### config.mk
export PLATFORM = sky130hd
export DESIGN_NAME = apr_eoi_tracker
export DESIGN_NICKNAME = d
export VERILOG_FILES = /design/src/rtl/apr_eoi_tracker.sv
export SDC_FILE = /design/constraint.sdc
export NUM_CORES = 2
export LEC_CHECK = 0
export ABC_AREA = 0
export BUFFER_PORTS_ARGS = -buffer_cell sky130_fd_sc_hd__buf_2
export CAP_MARGIN = 20
export CORE_UTILIZATION = 54
export DETAILED_ROUTE_END_ITERATION = 8
export PLACE_DENSITY = 0.69
export SLEW_MARGIN = 20
export SYNTH_ARGS = -nofsm -noshare
export SYNTH_HDL_FRONTEND = slang
export SYNTH_SLANG_ARGS = --single-unit
### constraint.sdc
create_clock -name clk -period 13.6 [get_ports clk]
set_clock_uncertainty 0.05 [all_clocks]
set_input_delay 0 -clock clk [delete_from_list [all_inputs] [get_ports clk]]
set_output_delay 0 -clock clk [all_outputs]
set_load 0.1 [all_outputs]
### src/rtl/apr_eoi_tracker.sv
`timescale 1ns/1ps
module apr_eoi_tracker #(
  parameter int WORDS    = 4,
  parameter int WBITS    = 32,
  parameter int ID_W     = 24,
  parameter int DATA_W   = 32,
  parameter int NUM_INTS = 960
) (
  input  logic                          clk,
  input  logic                          rst_n,
  input  logic                          set_vld,
  input  logic [1:0]                    set_grp,
  input  logic [$clog2(WORDS*WBITS):0]  set_prio,
  input  logic                          eoi_vld,
  input  logic [DATA_W-1:0]             eoi_data,
  input  logic                          eoi_sel,
  input  logic                          eoi_sec,
  input  logic                          eoi_top,
  input  logic                          split_top,
  input  logic                          split_s,
  input  logic                          split_ns,
  input  logic                          ns_view,
  output logic [$clog2(WORDS*WBITS):0]  run_prio,
  output logic                          drop_vld,
  output logic [1:0]                    drop_grp,
  output logic                          deact_vld,
  output logic [ID_W-1:0]               deact_id
);
  localparam int IDXW = $clog2(WORDS*WBITS);
  localparam int PW   = IDXW + 1;
  localparam int BIDX = $clog2(WBITS);
  localparam int CTZW = BIDX + 1;

  function automatic logic [CTZW-1:0] ctz(input logic [WBITS-1:0] w);
    ctz = CTZW'(WBITS);
    for (int b = WBITS-1; b >= 0; b--)
      if (w[b]) ctz = CTZW'(b);
  endfunction

  logic [WBITS-1:0] apr [3][WORDS];

  wire [ID_W-1:0] eid  = eoi_data[ID_W-1:0];
  wire            unused_bits = ^{eoi_data[DATA_W-1:ID_W], set_prio[0]};
  wire [1:0]      tgt  = !eoi_sel ? 2'd0 : (eoi_sec ? 2'd1 : 2'd2);
  wire            id_ok = eid < ID_W'(NUM_INTS);
  wire            split = eoi_top ? split_top : (eoi_sec ? split_s : split_ns);

  logic [1:0]     hg;
  logic           hg_found;
  logic [CTZW-1:0] c0, c1, c2;

  always_comb begin
    hg = 2'd3;
    hg_found = 1'b0;
    c0 = '0; c1 = '0; c2 = '0;
    for (int w = 0; w < WORDS; w++) begin
      if (!hg_found) begin
        c0 = ctz(apr[0][w]);
        c1 = ctz(apr[1][w]);
        c2 = ctz(apr[2][w]);
        if (c2 < c0 && c2 < c1) begin
          hg = 2'd2; hg_found = 1'b1;
        end else if (c1 < c0) begin
          hg = 2'd1; hg_found = 1'b1;
        end else if (c0 < CTZW'(WBITS)) begin
          hg = 2'd0; hg_found = 1'b1;
        end
      end
    end
  end

  wire accept = eoi_vld && id_ok && hg_found && (hg == tgt);

  logic [WBITS-1:0] clr [WORDS];
  logic             clr_seen;
  logic [WBITS-1:0] tw;

  always_comb begin
    clr_seen = 1'b0;
    tw = '0;
    for (int w = 0; w < WORDS; w++) begin
      clr[w] = '0;
      tw = apr[tgt][w];
      if (!clr_seen && tw != '0) begin
        clr[w]   = tw & (~tw + 1'b1);
        clr_seen = 1'b1;
      end
    end
  end

  wire [IDXW-1:0] set_idx = set_prio[PW-1:1];

  generate
    for (genvar g = 0; g < 3; g++) begin : g_grp
      for (genvar w = 0; w < WORDS; w++) begin : g_word
        wire hit_set = set_vld && set_grp == 2'(g) &&
                       set_idx[IDXW-1:BIDX] == (IDXW-BIDX)'(w);
        wire [WBITS-1:0] smask = hit_set ? (WBITS'(1) << set_idx[BIDX-1:0]) : '0;
        wire [WBITS-1:0] cmask = (accept && tgt == 2'(g)) ? clr[w] : '0;
        always_ff @(posedge clk) begin
          if (!rst_n) apr[g][w] <= '0;
          else        apr[g][w] <= (apr[g][w] & ~cmask) | smask;
        end
      end
    end
  endgenerate

  logic [IDXW-1:0] low_idx;
  logic            any_act;
  logic [WBITS-1:0] orw;

  always_comb begin
    low_idx = '0;
    any_act = 1'b0;
    orw = '0;
    for (int w = WORDS-1; w >= 0; w--) begin
      orw = apr[0][w] | apr[1][w] | apr[2][w];
      for (int b = WBITS-1; b >= 0; b--)
        if (orw[b]) begin
          low_idx = IDXW'(w*WBITS + b);
          any_act = 1'b1;
        end
    end
  end

  wire [PW-1:0] raw_prio = any_act ? {low_idx, 1'b0} : {PW{1'b1}};

  assign run_prio = !ns_view ? raw_prio :
                    raw_prio[PW-1] ? '0 : {raw_prio[PW-2:0], 1'b0};

  always_ff @(posedge clk) begin
    if (!rst_n) begin
      drop_vld  <= 1'b0;
      drop_grp  <= 2'd0;
      deact_vld <= 1'b0;
      deact_id  <= '0;
    end else begin
      drop_vld  <= accept;
      drop_grp  <= tgt;
      deact_vld <= accept && !split;
      deact_id  <= eid;
    end
  end
endmodule

==> run summary <==
Critical Path Sink Type: register
syn nets: 4170
power per cell area: 93.9 nW/um2
die area: 54500 um2
post-synth cell types: 96
largest fanout on the critical path: 57
vias: 33210
Layout fillers: 5068
final setup violation count: 0
initial core utilization: 0.549
hold slack: 0.0368 ns
largest family of logic cells by synthesized area: simple AND/OR/NAND/NOR gates
max cap viols: 0
Nets: 4165
Seq/Total Area, Yosys: 0.285
Worst-path clk slew: 0.06 ns
fmax: 136 MHz
initial antenna violation count: 14
Post-Synth Adder-Cell Area: 0.0259
Root Buffer: clkbuf_16
CTS Sinks: 412
final core utilization: 0.601
Worst Reg-to-Reg Cells: 20
Place WS: 6.54 ns
post-synthesis compound-gate area fraction: 0.280
met3 usage: 0.141
Async SR Flop Fraction: 0
first-pass GRT wire length: 191000 um
Final min period: 7.34 ns
RSZ-0062 raised after global routing: no
largest net degree at the start of global routing: 82
worst min-delay path class: input port to register
Synth-to-Final Area Change: 9.63%
simple logic cell fraction of the synthesized area: 0.292
die height: 234 um
# IOs: 89
count of flip-flops with a built-in enable after synthesis: 0
share of cells above drive strength 1: 0.0818
cell area after synthesis: 28900 um2
post-DR wirelength/cell: 27.1 um
Avg Inst Size Synth: 7.13 um2
die width: 234 um
Syn. warnings: 0
Final HPWL DP: 90200 um
status: finished clean
count leader, synth: nand2_1
Post-synth top cells: nand2_1 (489), nor2_1 (459), a21oi_1 (436), dfxtp_1 (412), o21ai_0 (334)
mux contribution to synthesized area: 0.0649
Worst setup SP type: register
GRT Util Overall: 0.464
required time of the critical path: 14.03 ns
Routed WL: 130000 um
Slew @ Worst Pin: 1.20 ns
core footprint: 52800 um2
Slew Viols, Final: 0
Residual DRC: 0
maximum root-to-sink buffer count: 3
Leakage: 12.1 nW
Routed Antenna Nets: 0
router iterations before antenna repair: 7
post-synth top area share: 0.285
Iter 0 DRT Violations: 4056
# port buffers: 79
RD Place Congestion: 1.05
grt ovf: 0
post-synthesis register bit count: 412
xor-xnor portion of the synthesized cell area: 0.000303
H-tree levels: 2
Slew HR: 0.197
clock insertion delay at the later pin of the skew report: 0.62 ns
worst setup margin: 6.26 ns
vias in the first global route: 30080
hold depth: 5
final hold vios: 0
Via density: 6.95
met1 usage: 0.580
WS Path Type: register to register
post-synthesis cell count: 4057
synth top area cells: dfxtp_1 (28%), a21oi_1 (7.5%), nand2_1 (6.3%)
FP Rows: 84
GRT busiest layer: met2
cts bufs inserted: 47
Synth area leader: dfxtp_1
critical path arrival: 7.77 ns
VDD IR max: 0.116 mV
setup TNS: 0 ns
met2 Track Usage GR: 0.680
CTS tree: yes
Top FF cell, synth: dfxtp_1
Final Cycle Share: 0.540
-- what timing repair did --
| item | 4_1_cts | 5_1_grt |
|---|---|---|
| endpoints found under the hold margin | 103 | 0 |
| hold buffers | 40 | 0 |
| buffers inserted | 0 | 0 |
| resized for setup | 0 | 0 |
| endpoints found under the setup margin | 0 | 0 |
-- layout by cell type, fill, tap and decap left out, types with 13 or more instances in the layout --
cell type	instances
a211oi_1	21
a21boi_0	30
a21o_1	24
a21oi_1	436
a311oi_1	47
a31oi_1	24
and2_1	38
and3_1	37
buf_2	76
buf_4	55
clkbuf_16	49
dfxtp_1	412
dlygate4sd3_1	40
ha_1	60
inv_1	140
mux2_2	36
mux2i_1	122
nand2_1	488
nand2b_1	35
nand3_1	121
nand3b_1	20
nand4_1	60
nand4b_1	16
nor2_1	439
nor2_2	19
nor2b_1	48
nor3_1	153
nor3b_1	24
nor4_1	89
o211ai_1	143
o21ai_0	334
o21bai_1	13
o31ai_1	60
o41ai_1	67
or2_2	20
or3_1	45
or4_1	20
-- kinds of logic after synthesis --
logic type      Yosys count
flops                   412
simple gates           1735
buf+inv                 371
compound gates         1302
mux                     176
xor+xnor                  1
fa+ha+maj                60
-- state kept, by name (all words and copies together) (netlist names) --
name	flops
deact_id	24
deact_vld	1
apr	384
drop_vld	1
drop_grp	2
-- where the power goes --
part / total [mW] / switching (mW) / internal (mW)
registers: 1.22 / 0.00356 / 1.21
logic: 0.469 / 0.359 / 0.110
clock network: 1.29 / 0.555 / 0.740
total: 2.98 / 0.917 / 2.06
-- layout make-up --
| cell class | instances | area (um2) | share of cell area |
|---|---|---|---|
| clock buffer | 68 | 1390 | 0.0437 |
| inverter | 142 | 541 | 0.0170 |
| multi-input combinational | 3274 | 19300 | 0.609 |
| antenna | 11 | 27.5 | 0.000867 |
| sequential | 412 | 8250 | 0.260 |
| timing repair buffer | 175 | 1240 | 0.0392 |
| clock inverter | 10 | 115 | 0.00363 |
| tap | 688 | 861 | 0.0271 |
-- per-layer routing --
layer	wire length [um]	vias to the layer above	part of all wire
met4	9830	8	0.076
met1	49900	15635	0.39
met5	59	-	0.00046
met3	16200	459	0.12
li1	-	15007	-
met2	53600	2101	0.41
-- worst max-delay path: stages, from the launching register on --
cell and delay, ns:
dfxtp_1 0.39, nor4_1 0.50, nand3_1 0.19, nand2b_1 0.19, nor3_1 0.48, inv_1 0.17
ha_1 0.33, and4_1 0.22, a221o_1 0.32, a211o_1 0.28, a31o_2 0.21, o21ai_0 0.67
nor3b_1 0.19, nand4_1 0.17, a21boi_4 0.19, buf_4 0.65, nand4_4 0.53, buf_4 0.51
buf_4 0.46, o21ai_0 0.32, a21oi_1 0.10
-- worst paths after layout --
| path | endpoint | slack (ns) | from |
|---|---|---|---|
| setup / recovery | apr[0][118] | 6.26 | apr[0][80] |
| setup reg to reg | apr[0][118] | 6.26 | apr[0][80] |
| hold reg to reg | apr[2][79] | 0.47 | apr[2][79] |
| hold / removal | apr[2][6] | 0.04 | set_prio[2] |
-- metrics by stage --
step / instance area (um2) / std cells / total power, mW
global route: 31700 / 4770 / 3.03
finish: 31700 / 4780 / 2.98
CTS: 31700 / 4769 / 2.96
floorplan: 28900 / 4057 / 1.53
detailed placement: 29800 / 4651 / 1.68
global placement: 29800 / 4650 / 1.68
Note: power is estimated with default switching activity, not from simulation.
